<file path="src/rtl/ctx_pkg.sv">
package ctx_pkg;

  typedef enum logic [1:0] {
    ST_VACANT = 2'd0,
    ST_RUN    = 2'd1,
    ST_PARKED = 2'd2,
    ST_DEAD   = 2'd3
  } ctx_st_e;

  typedef enum logic [2:0] {
    OP_NONE = 3'd0,
    OP_WAKE = 3'd1,
    OP_FREE = 3'd2,
    OP_PARK = 3'd3,
    OP_KILL = 3'd4
  } ctx_op_e;

endpackage

</file>
<file path="src/rtl/ctx_cmd_arb.sv">
module ctx_cmd_arb
  import ctx_pkg::*;
(
  input  logic    wake,
  input  logic    park,
  input  logic    free,
  input  logic    kill,
  output ctx_op_e op
);

  // Fixed priority: kill > park > free > wake
  always_comb begin
    if (kill)      op = OP_KILL;
    else if (park) op = OP_PARK;
    else if (free) op = OP_FREE;
    else if (wake) op = OP_WAKE;
    else           op = OP_NONE;
  end

  always_comb begin
    if (kill) a_r9_kill_first: assert (op == OP_KILL);
    if (!kill && park) a_r9_park_over_free: assert (op == OP_PARK);
  end

endmodule

</file>
<file path="src/rtl/ctx_slot.sv">
module ctx_slot
  import ctx_pkg::*;
#(
  parameter int DLY_W = 8
) (
  input  logic             clk,
  input  logic             rst,
  input  ctx_op_e          op,
  input  logic [DLY_W-1:0] dly,
  output ctx_st_e          state_q,
  output ctx_st_e          state_d,
  output logic             run_q
);

  localparam logic [DLY_W-1:0] ONE = {{(DLY_W-1){1'b0}}, 1'b1};

  logic             pend_q, pend_d;
  logic [DLY_W-1:0] cnt_q, cnt_d;

  always_comb begin
    state_d = state_q;
    pend_d  = pend_q;
    cnt_d   = cnt_q;
    if (state_q != ST_DEAD) begin
      unique case (op)
        OP_KILL: begin state_d = ST_DEAD;   pend_d = 1'b0; end
        OP_PARK: begin state_d = ST_PARKED; pend_d = 1'b0; end
        OP_FREE: begin state_d = ST_VACANT; pend_d = 1'b0; end
        OP_WAKE: begin
          if (state_q != ST_RUN) begin
            pend_d = 1'b1;
            cnt_d  = (dly == '0) ? ONE : dly;
          end
        end
        default: begin
          if (pend_q) begin
            if (cnt_q <= ONE) begin
              state_d = ST_RUN;
              pend_d  = 1'b0;
            end else begin
              cnt_d = cnt_q - ONE;
            end
          end
        end
      endcase
    end
  end

  always_ff @(posedge clk) begin
    if (rst) begin
      state_q <= ST_VACANT;
      pend_q  <= 1'b0;
      cnt_q   <= '0;
      run_q   <= 1'b0;
    end else begin
      state_q <= state_d;
      pend_q  <= pend_d;
      cnt_q   <= cnt_d;
      run_q   <= (state_d == ST_RUN);
    end
  end

  a_r8_dead_sticky: assert property (@(posedge clk) disable iff (rst)
    state_q == ST_DEAD |=> state_q == ST_DEAD);

  a_r8_kill_lands: assert property (@(posedge clk) disable iff (rst)
    op == OP_KILL |=> state_q == ST_DEAD);

  a_r5_park_lands: assert property (@(posedge clk) disable iff (rst)
    (op == OP_PARK && state_q != ST_DEAD) |=> state_q == ST_PARKED);

  a_r6_free_lands: assert property (@(posedge clk) disable iff (rst)
    (op == OP_FREE && state_q != ST_DEAD) |=> state_q == ST_VACANT);

  a_r7_cancel: assert property (@(posedge clk) disable iff (rst)
    (pend_q && (op == OP_PARK || op == OP_FREE || op == OP_KILL)) |=> !pend_q);

  a_r3_wake_on_expiry: assert property (@(posedge clk) disable iff (rst)
    $rose(state_q == ST_RUN) |-> $past(pend_q && op == OP_NONE));

  a_r2_run_matches: assert property (@(posedge clk) disable iff (rst)
    run_q == (state_q == ST_RUN));

endmodule

</file>
<file path="src/rtl/ctx_done_detect.sv">
module ctx_done_detect #(
  parameter int N_CTX = 4
) (
  input  logic             clk,
  input  logic             rst,
  input  logic [N_CTX-1:0] dead_next,
  output logic             all_dead_q
);

  always_ff @(posedge clk) begin
    if (rst) all_dead_q <= 1'b0;
    else     all_dead_q <= &dead_next;
  end

endmodule

</file>
<file path="src/rtl/thread_status_ctrl.sv">
module thread_status_ctrl
  import ctx_pkg::*;
#(
  parameter int N_CTX = 4,
  parameter int DLY_W = 8
) (
  input  logic                   clk,
  input  logic                   rst,
  input  logic [N_CTX-1:0]       wake_req,
  input  logic [N_CTX*DLY_W-1:0] wake_dly,
  input  logic [N_CTX-1:0]       park_req,
  input  logic [N_CTX-1:0]       free_req,
  input  logic [N_CTX-1:0]       kill_req,
  output logic [2*N_CTX-1:0]     ctx_state,
  output logic [N_CTX-1:0]       run_en,
  output logic                   all_halted
);

  logic [N_CTX-1:0] dead_next;
  logic [N_CTX-1:0] dead_now;

  for (genvar i = 0; i < N_CTX; i++) begin : g_ctx
    ctx_op_e op;
    ctx_st_e st_q, st_d;

    ctx_cmd_arb u_arb (
      .wake (wake_req[i]),
      .park (park_req[i]),
      .free (free_req[i]),
      .kill (kill_req[i]),
      .op   (op)
    );

    ctx_slot #(.DLY_W(DLY_W)) u_slot (
      .clk     (clk),
      .rst     (rst),
      .op      (op),
      .dly     (wake_dly[DLY_W*i +: DLY_W]),
      .state_q (st_q),
      .state_d (st_d),
      .run_q   (run_en[i])
    );

    assign ctx_state[2*i +: 2] = st_q;
    assign dead_next[i]        = (st_d == ST_DEAD);
    assign dead_now[i]         = (ctx_state[2*i +: 2] == 2'd3);
  end

  ctx_done_detect #(.N_CTX(N_CTX)) u_done (
    .clk        (clk),
    .rst        (rst),
    .dead_next  (dead_next),
    .all_dead_q (all_halted)
  );

  a_r10_flag_matches: assert property (@(posedge clk) disable iff (rst)
    all_halted == (&dead_now));

  a_r1_reset_clean: assert property (@(posedge clk)
    rst |=> (ctx_state == '0 && run_en == '0 && !all_halted));

endmodule

</file>
<file path="config.mk">
export PLATFORM = sky130hd
export DESIGN_NAME = thread_status_ctrl
export DESIGN_NICKNAME = d
export VERILOG_FILES = /design/src/rtl/ctx_pkg.sv /design/src/rtl/ctx_cmd_arb.sv /design/src/rtl/ctx_slot.sv /design/src/rtl/ctx_done_detect.sv /design/src/rtl/thread_status_ctrl.sv
export SDC_FILE = /design/constraint.sdc
export NUM_CORES = 1
export LEC_CHECK = 0
export ABC_AREA = 0
export BUFFER_PORTS_ARGS = -buffer_cell sky130_fd_sc_hd__buf_2
export CORE_AREA = 2 2 113 93
export CTS_BUF_LIST = sky130_fd_sc_hd__clkbuf_8
export DETAILED_ROUTE_END_ITERATION = 16
export DIE_AREA = 0 0 115 95
export GPL_ROUTABILITY_DRIVEN = 0
export PLACE_DENSITY = 0.59
export SLEW_MARGIN = 15
export SYNTH_ARGS = -nofsm -noshare
export SYNTH_HDL_FRONTEND = slang
export SYNTH_HIERARCHICAL = 1
export SYNTH_SLANG_ARGS = --single-unit
</file>
<file path="constraint.sdc">
create_clock -name clk -period 3 [get_ports clk]
set_input_delay 0.3 -clock clk [delete_from_list [all_inputs] [get_ports clk]]
set_output_delay 0.3 -clock clk [all_outputs]
set_load 0.1 [all_outputs]
</file>
==> results of run 1 <==
==> final cells by class <==
| type | instances | area share [%] |
|---|---|---|
| timing repair buffer | 67 | 9.14 |
| multi-input combinational | 354 | 57.4 |
| inverter | 28 | 2.67 |
| clock inverter | 3 | 0.286 |
| sequential | 49 | 24.9 |
| clock buffer | 5 | 1.75 |
| tap | 122 | 3.87 |
==> routing by layer <==
metal  vias up  routed length (um)
met2        72                3580
met3        14                 311
met1      1548                4130
met5         -                   0
met4         0                 144
li1       1752                   -
==> final timing paths <==
kind	cells after the start	to	slack (ps)	startpoint
max	5	g_ctx[2].u_slot/cnt_q[1]$_SDFFE_PP0P_	740	g_ctx[2].u_slot/cnt_q[3]$_SDFFE_PP0P_
max reg2reg	5	g_ctx[2].u_slot/cnt_q[1]$_SDFFE_PP0P_	740	g_ctx[2].u_slot/cnt_q[3]$_SDFFE_PP0P_
min reg2reg	2	g_ctx[0].u_slot/cnt_q[5]$_SDFFE_PP0P_	520	g_ctx[0].u_slot/cnt_q[5]$_SDFFE_PP0P_
min	4	g_ctx[2].u_slot/cnt_q[5]$_SDFFE_PP0P_	350	wake_dly[21]
==> registers in the layout, indices dropped and copies added, names as in the netlist <==
name / count
g_ctx.u_slot/state_q: 8
g_ctx.u_slot/run_q: 4
g_ctx.u_slot/cnt_q: 32
g_ctx.u_slot/pend_q: 4
u_done/all_dead_q: 1
==> power groups by stage <==
stage / Sequential, uW / Combinational [uW] / Clock, uW
2_1_floorplan: 859 / 408 / 0
3_3_place_gp: 771 / 631 / 0
3_5_place_dp: 771 / 636 / 0
4_1_cts: 757 / 638 / 398
5_1_grt: 767 / 708 / 428
6_report: 758 / 637 / 375
==> worst max-delay path: stages (launching register included) <==
cell and delay, ps:
dfxtp_1 390, or4_4 570, o41a_4 400, o2111ai_2 470, mux2i_1 250, nor2_1 50
==> through the flow <==
step	worst slack (ps)	std cells	instance area (um^2)	power, uW	hold WS (ps)
after CTS	756	628	3940	1790	331
after floorplan	1050	451	3450	1270	372
final	745	628	3940	1770	352
after global placement	838	620	3860	1400	505
after detailed placement	782	620	3860	1410	507
after global routing	636	628	3940	1900	339
==> cell families after synthesis <==
kind of cell / Yosys count / share of synthesized area [%]
AO/OA/AOI/OAI: 156 / 31.3
multiplexers: 4 / 1.16
AND/OR/NAND/NOR: 182 / 28.6
buffers and inverters: 48 / 6.66
adder cells (fa/ha/maj): 8 / 2.90
flip-flops: 49 / 28.4
XOR/XNOR: 4 / 1.01
==> Yosys cell counts, types with 8 or more instances <==
library cell,n,share of area (%)
nor2_1,48,5.2
nand3_1,12,1.7
nand2_1,25,2.7
o21ai_1,12,1.7
clkbuf_1,8,0.87
nor2b_1,12,2.2
o21ai_0,36,5.2
a32oi_1,8,2.0
ha_1,8,2.9
a21oi_1,32,4.6
a22oi_1,8,1.7
a21o_1,12,2.6
nor3_1,8,1.2
nor4_1,12,2.2
a21oi_2,16,4.1
a31oi_1,8,1.4
or2_1,8,1.4
nand2b_1,20,3.6
inv_1,28,3.0
dfxtp_1,49,28
nor3b_1,8,1.7
==> layout by cell type (no fill, tap or decap), types with 5 or more instances in the layout <==
cell      synthesis  routed
a31oi_1           8       8
clkbuf_8          0       5
nor2_1           48      48
a22oi_1           8       8
nand2b_1         20      20
nand3_1          12      12
buf_2             4      62
nand2_1          25      25
nor2b_1          12      12
ha_1              8       8
nor3_1            8       8
a32oi_1           8       8
inv_1            28      31
a21o_1           12      12
dfxtp_1          49      49
or2_1             8       8
nor4_1           12      12
o21ai_1          12      12
a21oi_1          32      32
a21oi_2          16      16
o21ai_0          36      36
==> impl_results.md, run 1 <==
- Port buffer count: 62
- Footprint of the multi-input gates: 2260 um^2
- Max_cap viols: 0
- Largest net degree at the start of global routing: 29
- Inserted Clock Buffers: 5
- P_leak: 0.00154 uW
- Core region area: 9910 um^2
- # setup viols final: 0
- Minimum clock period: 2260 ps
- Worst-Margin Slew: 733 ps
- Setup_tns: 0 ps
- WP data arrival: 2420 ps
- Synthesized area: 3450 um^2
- Worst-Skew Late Latency: 300 ps
- Share of power burned in registers: 42.8%
- First-pass GRT wire length: 13.7 mm
- Sw Ratio: 37.7%
- Worst path required time: 3170 ps
- # rows: 33
- Syn Area/Cell: 7.66 um^2
- Max H-tree Level: 2
- Hold WC Path Type: in2reg
- Slew Limit Fails: 0
- CTS tree: built
- Met3 GRT Util: 2.70%
- Period Utilization, post-route: 75.2%
- Drt initial violations: 178
- Sequential cell area: 981 um^2
- Die Wd: 115 um
- Die ar.: 10900 um^2
- Peak VDD IR: 0.167 mV
- FMAX: 443 MHz
- Outcome: finished clean
- Number of enable flip-flop cells after synthesis: 0
- Fillers: 1021
- Routed len/inst: 13.0 um
- Worst setup SP type: register
- Clk slew on worst S/H paths: 90 ps
- Antenna violations before repair: 0
- Post-DP HPWL: 6.18 mm
- CTS Sinks: 49
- Hold Vio Cnt, Final: 0
- Relative slew margins: 50.7%
- Setup CP Type: reg2reg
- Int Power: 1100 uW
- Clock power share: 21.2%
- Antenna cells: 0
- Drc violations: 0
- Synth warnings: 6
- Async SR Flop Fraction: 0%
- Met2 Resource Use GR: 23.3%
- Seq cells post-synth: 49
- Routed WL: 8.17 mm
- Layout cell share with drive strength beyond 1: 21.5%
- Max FO, Critical Path: 11
- Max clock buf depth: 2
- IO Count: 63
- Logic gate share of total power: 36.0%
- Setup Skew: 8.66 ps
- Top_reg_cell synth: dfxtp_1
- Post-CTS Setup Bufs: 0
- Sequential area share after synthesis: 28.4%
- Critical Path Sink Type: register
- ANT nets after route: 0
- RSZ-0062 raised after global routing: no
- Syn Nets: 509
- Psw: 667 uW
- Synthesized instance count: 451
- Vias per cell: 5.39
- GRT met1 Usage: 21.5%
- Layer with the highest usage: met2
- Vias in the first global route: 3068
- Total gr overflow: 0
- Total GRT Usage: 15.3%
- Clock Root Buffer: clkbuf_8
- Yosys cell types: 40
- Initial core utilization: 34.9%
- P&R area growth vs syn: 14.1%
- DRT Pass-1 Iters: 5
- Vias: 3386
- Die Span Y: 95 um
- Post-layout util: 39.8%
- Post-CTS Hold Buffers: 0
- NumNets Final: 563
- Pwr dens: 449 nW/um^2
- Post-CTS sizing: 0
No activity file was read; power rests on OpenSTA's default activity.
==> run 2, diff against run 1 <==
clock period = 2.2 ns   (was 3 ns; I/O delays follow)
==> run 2 against run 1 <==
Against the previous run:
- clock power increased by 60%
- setup slack got worse by 590 ps
- worst hold slack got worse by 90 ps
- wire length increased by 5.0%
- register-to-register slack got worse by 590 ps
- sequential power increased by 36%
- global-route usage increased by 0.84 points
- sequential cell count unchanged
- critical path depth increased by 1
- core utilization increased by 1.5 points
- cell count increased by 2.9%
- fmax increased by 10%
- largest power group unchanged
==> impl_results.md, run 2 (synthesis gave the netlist of run 1 again) <==
- Total GRT Usage: 16.1% (+0.84 points)
- Die ar.: 10900 um^2 (unchanged)
- Die Wd: 115 um (unchanged)
- Critical Path Sink Type: register
- First-pass GRT wire length: 14.4 mm (+4.9%)
- Max_cap viols: 0 (unchanged)
- Largest regs: g_ctx.u_slot/cnt_q x32, g_ctx.u_slot/state_q x8
- Period Utilization, post-route: 93.1% (+18 points)
- Setup_tns: 0 ps (unchanged)
- Sw Ratio: 36.9% (-0.80 points)
- Core region area: 9910 um^2 (unchanged)
- Routed len/inst: 13.3 um (+2.1%)
- Post-DP Area: 3990 um^2 (+3.2%)
- CTS tree: built
- Post-CTS sizing: 0 (unchanged)
- Vias in the first global route: 3228 (+5.2%)
- Psw: 941 uW (+41%)
- DRT Pass-1 Iters: 4 (-1)
- Setup CP Type: reg2reg
- Inserted Clock Buffers: 5 (unchanged)
- Layout cell share with drive strength beyond 1: 24.8% (+3.3 points)
- Outcome: finished clean
- Commonest non-fill, non-tap cell in the layout: buf_2
- Vias per cell: 5.42 (+0.54%)
- CTS Sinks: 49 (unchanged)
- Setup Skew: 5.34 ps (-3.33 ps)
- NumNets Final: 581 (+3.2%)
- Max H-tree Level: 2 (unchanged)
- Relative slew margins: 53.1% (+2.3 points)
- Slew Limit Fails: 0 (unchanged)
- Worst path required time: 2380 ps (-790 ps)
- Total gr overflow: 0 (unchanged)
- Post-CTS Setup Bufs: 0 (unchanged)
- Die Span Y: 95 um (unchanged)
- Clk slew on worst S/H paths: 90 ps (about the same)
- Sequential cell area: 981 um^2 (unchanged)
- Post-layout util: 41.2% (+1.5 points)
- Commonest cells after routing, fill and taps aside: buf_2 (62), dfxtp_1 (49), nor2_1 (48), o21ai_0 (36), a21oi_1 (32)
- Clock Root Buffer: clkbuf_8
- Minimum clock period: 2050 ps (-206 ps)
- Vias: 3502 (+3.4%)
- Antenna violations before repair: 0 (unchanged)
- RSZ-0062 raised after global routing: no
- Max clock buf depth: 2 (unchanged)
- IO Count: 63 (unchanged)
- Max FO, Critical Path: 11 (unchanged)
- Initial core utilization: 34.9% (unchanged)
- Hold WC Path Type: in2reg
- Drc violations: 0 (unchanged)
- Largest net degree at the start of global routing: 33 (+14%)
- ANT nets after route: 0 (unchanged)
- Post-DP HPWL: 6.39 mm (+3.3%)
- Logic gate share of total power: 36.2% (+0.2 points)
- # setup viols final: 0 (unchanged)
- Finished Cell Area: 4090 um^2 (+3.6%)
- Fillers: 1047 (+2.5%)
- P_leak: 0.00163 uW (+5.3%)
- Routed WL: 8.58 mm (+5.0%)
- Drt initial violations: 174 (-2.2%)
- Pwr dens: 624 nW/um^2 (+39%)
- Buffer and inverter count on the worst path: 1 (+1)
- Worst-Skew Late Latency: 300 ps (about the same)
- Hold Vio Cnt, Final: 0 (unchanged)
- Worst setup SP type: register
- FMAX: 488 MHz (+10%)
- Crit-path cells: or4_4 -> o41a_4 -> o2111ai_2 -> buf_4 -> mux2i_1 -> nor2_1
- Footprint of the multi-input gates: 2260 um^2 (unchanged)
- WP data arrival: 2230 ps (-190 ps)
- Antenna cells: 0 (unchanged)
- Clock power share: 23.6% (+2.4 points)
- Worst-Margin Slew: 704 ps (-29.3 ps)
- Number of flip-flops in the largest register: 32 (unchanged)
- Most flops, register: g_ctx.u_slot/cnt_q
- # rows: 33 (unchanged)
- Share of power burned in registers: 40.2% (-2.6 points)
- Slowest Stage Delay on Critical Path: 540 ps (-30 ps)
- Port buffer count: 62 (unchanged)
- Family with the most delay on the worst path: simple AND/OR/NAND/NOR gates
- Int Power: 1610 uW (+46%)
- Post-CTS Hold Buffers: 0 (unchanged)
- Slowest CP cell: or4_4
- Peak VDD IR: 0.282 mV (+70%)
- P&R area growth vs syn: 18.3%
-- run 2: through the flow --
step / setup slack (ps) / hold WS, ps / power, uW / instances
2_1_floorplan: 254 / 292 / 1730 / 451
3_3_place_gp: 199 / 500 / 1950 / 638
3_5_place_dp: 170 / 512 / 1960 / 638
4_1_cts: 151 / 235 / 2590 / 646
5_1_grt: 30.6 / 269 / 2740 / 646
6_report: 151 / 261 / 2550 / 646
-- run 2: worst register-to-register path, stage by stage (launching register included) --
cell       delay, ps
dfxtp_1          370
or4_4            540
o41a_4           400
o2111ai_2        170
buf_4            200
mux2i_1          190
nor2_1            50
-- run 2: area by class of cell --
cell class                 instances  share of cell area [%]
sequential                        49                    24.0
tap                              122                    3.74
multi-input combinational        354                    55.4
clock inverter                     1                   0.122
clock buffer                       7                    2.36
inverter                          28                    2.57
timing repair buffer              85                    11.8
-- run 2: layer usage --
metal | vias to the layer above | track usage (%) | wire length [um]
met5 | - | 0 | 0
li1 | 1781 | - | -
met1 | 1640 | 21.8 | 4290
met3 | 8 | 2.95 | 322
met2 | 73 | 26.2 | 3880
met4 | 0 | 4.92 | 83
-- run 2: final timing paths --
path	from	end	slack [ps]	cells past startpoint
worst max-delay path	g_ctx[1].u_slot/cnt_q[4]$_SDFFE_PP0P_	g_ctx[1].u_slot/cnt_q[1]$_SDFFE_PP0P_	150	6
worst min-delay path	wake_dly[21]	g_ctx[2].u_slot/cnt_q[5]$_SDFFE_PP0P_	260	4
worst max register to register	g_ctx[1].u_slot/cnt_q[4]$_SDFFE_PP0P_	g_ctx[1].u_slot/cnt_q[1]$_SDFFE_PP0P_	150	6
worst min register to register	g_ctx[0].u_slot/cnt_q[5]$_SDFFE_PP0P_	g_ctx[0].u_slot/cnt_q[5]$_SDFFE_PP0P_	520	2
-- run 2: power groups by stage --
stage                     clock network, uW  registers, uW  logic, uW
after global routing                    668           1040       1030
after global placement                    0           1050        909
final                                   601           1030        923
after CTS                               642           1030        922
after floorplan                           0           1170        556
after detailed placement                  0           1050        918
==> run 3, diff against run 2 <==
CORE_AREA = 2 2 73 144   (was 2 2 113 93)
DIE_AREA = 0 0 75 146   (was 0 0 115 95)
PLACE_DENSITY = 0.58   (was 0.59)
TNS_END_PERCENT = 30   (was unset)
==> run 3 against run 2 <==
Against the previous run:
- via count rose by 0.91%
- clock power rose by 29%
- cell area rose by 1.5%
- sequential cell count did not move
- setup slack improved by 25 ps
- wire length rose by 8.7%
==> impl_results.md, run 3 (synthesis gave the netlist of run 1 again) <==
- Outcome: finished clean
- Antenna violations before repair: 0 (unchanged)
- Max FO, Critical Path: 11 (unchanged)
- Critical Path Sink Type: register
- Largest net degree at the start of global routing: 30 (-9.1%)
- Hold path endpoint: g_ctx[0].u_slot/cnt_q[5]$_SDFFE_PP0P_
- CTS Sinks: 49 (unchanged)
- Port buffer count: 62 (unchanged)
- Worst r2r src: g_ctx[0].u_slot/cnt_q[4]$_SDFFE_PP0P_
- Minimum clock period: 2020 ps (-25.0 ps)
- Fillers: 1049 (+0.19%)
- Setup Skew: 5.40 ps (+0.0590 ps)
- Post-CTS Setup Bufs: 0 (unchanged)
- Drc violations: 0 (unchanged)
- Worst path required time: 2410 ps (+30 ps)
- Die Wd: 75 um (-35%)
- # setup viols final: 0 (unchanged)
- Worst-Skew Late Latency: 310 ps (about the same)
- Clk slew on worst S/H paths: 90 ps (about the same)
- R2R Setup Slk: 180 ps (+30 ps)
- Hold WC Path Type: in2reg
- Hold Path Depth: 4 (unchanged)
- Total Power: 2740 uW (+7.6%)
- CTS tree: built
- Total GRT Usage: 17.6% (+1.5 points)
- Vias per cell: 5.37 (-0.93%)
- Post-CTS sizing: 0 (unchanged)
- Worst-Margin Slew: 621 ps (-83.1 ps)
- Total gr overflow: 0 (unchanged)
- Core region area: 9760 um^2 (-1.5%)
- Crit path from: g_ctx[0].u_slot/cnt_q[4]$_SDFFE_PP0P_
- Period Utilization, post-route: 92.0% (-1.1 points)
- Routed WL: 9.32 mm (+8.7%)
- Initial core utilization: 35.4% (+0.52 points)
- Setup_tns: 0 ps (unchanged)
- Die Span Y: 146 um (+54%)
- NumNets Final: 583 (+0.34%)
- Vias in the first global route: 3495 (+8.3%)
- Antenna cells: 0 (unchanged)
- FF-to-FF path depth: 6 (unchanged)
- FMAX: 494 MHz (+1.2%)
- P_leak: 0.00165 uW (+1.6%)
- Most flops, register: g_ctx.u_slot/cnt_q
- WL met2: 5.31 mm (+37%)
- Pwr dens: 662 nW/um^2 (+6.0%)
- IO Count: 63 (unchanged)
- Number of flip-flops in the largest register: 32 (unchanged)
- Routed length on met1: 3.52 mm (-18%)
- Max H-tree Level: 2 (unchanged)
- Worst setup SP type: register
- DRT Pass-1 Iters: 4 (unchanged)
- Drt initial violations: 147 (-16%)
- Die ar.: 11000 um^2 (+0.23%)
- Vias: 3534 (+0.91%)
- Largest regs: g_ctx.u_slot/cnt_q x32, g_ctx.u_slot/state_q x8
- Top layer in use: met4
- Layout cell share with drive strength beyond 1: 25.1% (+0.29 points)
- Routed len/inst: 14.2 um (+6.7%)
- R2R Path End: g_ctx[0].u_slot/cnt_q[1]$_SDFFE_PP0P_
- First-pass GRT wire length: 15.5 mm (+7.7%)
- P&R area growth vs syn: 20.0%
- Commonest cells after routing, fill and taps aside: buf_2 (62), dfxtp_1 (49), nor2_1 (48), o21ai_0 (36), a21oi_1 (32)
- Post-CTS Hold Buffers: 0 (unchanged)
- Max clock buf depth: 2 (unchanged)
- RSZ-0062 raised after global routing: no
- Clock Root Buffer: clkbuf_8
- Metal3 WL: 280 um (-13%)
- Peak VDD IR: 0.436 mV (+54%)
- Post-DP HPWL: 7.39 mm (+16%)
- Inserted Clock Buffers: 5 (unchanged)
- ANT nets after route: 0 (unchanged)
- WP data arrival: 2230 ps (about the same)
- Setup CP Type: reg2reg
- Slew Limit Fails: 0 (unchanged)
- Relative slew margins: 58.6% (+5.5 points)
- # rows: 51 (+55%)
- Commonest non-fill, non-tap cell in the layout: buf_2
- Max_cap viols: 0 (unchanged)
- Hold Vio Cnt, Final: 0 (unchanged)
- HP Start: wake_dly[5]
==> run 3: changes by cell type in the layout (fill, tap and decap cells not counted) <==
| cell | previous run | this run |
|---|---|---|
| buf_4 | 23 | 25 |
| bufinv_16 | 0 | 2 |
| clkbuf_8 | 7 | 5 |
==> run 3: per-stage QoR <==
stage	worst slack [ps]	hold slack (ps)	utilization [%]	cell area [um^2]	cells
after floorplan	254	292	-	3450	451
after global placement	220	502	41.1	4010	650
after detailed placement	189	514	41.1	4010	650
after CTS	174	241	42.5	4150	658
after global routing	73.3	270	42.5	4150	658
final	176	258	42.5	4150	658
==> run 3: metal layers <==
layer,track usage [%],up-vias
met4,7.23,0
met5,0,-
met2,33.1,84
met1,18.6,1653
met3,2.01,16
li1,-,1781
==> run 3: worst max-delay path: stages, from the launching register on <==
cell and delay, ps:
dfxtp_1 360, or4_4 540, o41a_4 400, o2111ai_2 170
buf_4 210, mux2i_1 200, nor2_1 50
==> run 3: how the worst max path moves through the flow <==
| stage | to | slack (ps) | cells after the start |
|---|---|---|---|
| final | g_ctx[0].u_slot/cnt_q[1]$_SDFFE_PP0P_ | 180 | 6 |
| after global routing | u_done/all_dead_q$_SDFF_PP0_ | 70 | 7 |
| after CTS | g_ctx[2].u_slot/cnt_q[1]$_SDFFE_PP0P_ | 170 | 6 |
| after detailed placement | g_ctx[0].u_slot/cnt_q[1]$_SDFFE_PP0P_ | 190 | 6 |
| after global placement | g_ctx[3].u_slot/cnt_q[1]$_SDFFE_PP0P_ | 220 | 6 |
| after floorplan | g_ctx[0].u_slot/cnt_q[1]$_SDFFE_PP0P_ | 250 | 6 |
==> run 3: layout make-up <==
class	instances	area, um^2	area share, %
Clock buffer	5	68.8	1.66
Timing Repair Buffer	87	498	12.0
Tap cell	132	165	3.98
Inverter	28	105	2.53
Multi-Input combinational cell	354	2260	54.6
Clock inverter	3	65.1	1.57
Sequential cell	49	981	23.7
==> run 3: where the power goes <==
part           internal (uW)  switching, uW  total (uW)
sequential               953           75.8        1030
combinational            371            568         939
clock                    452            323         775
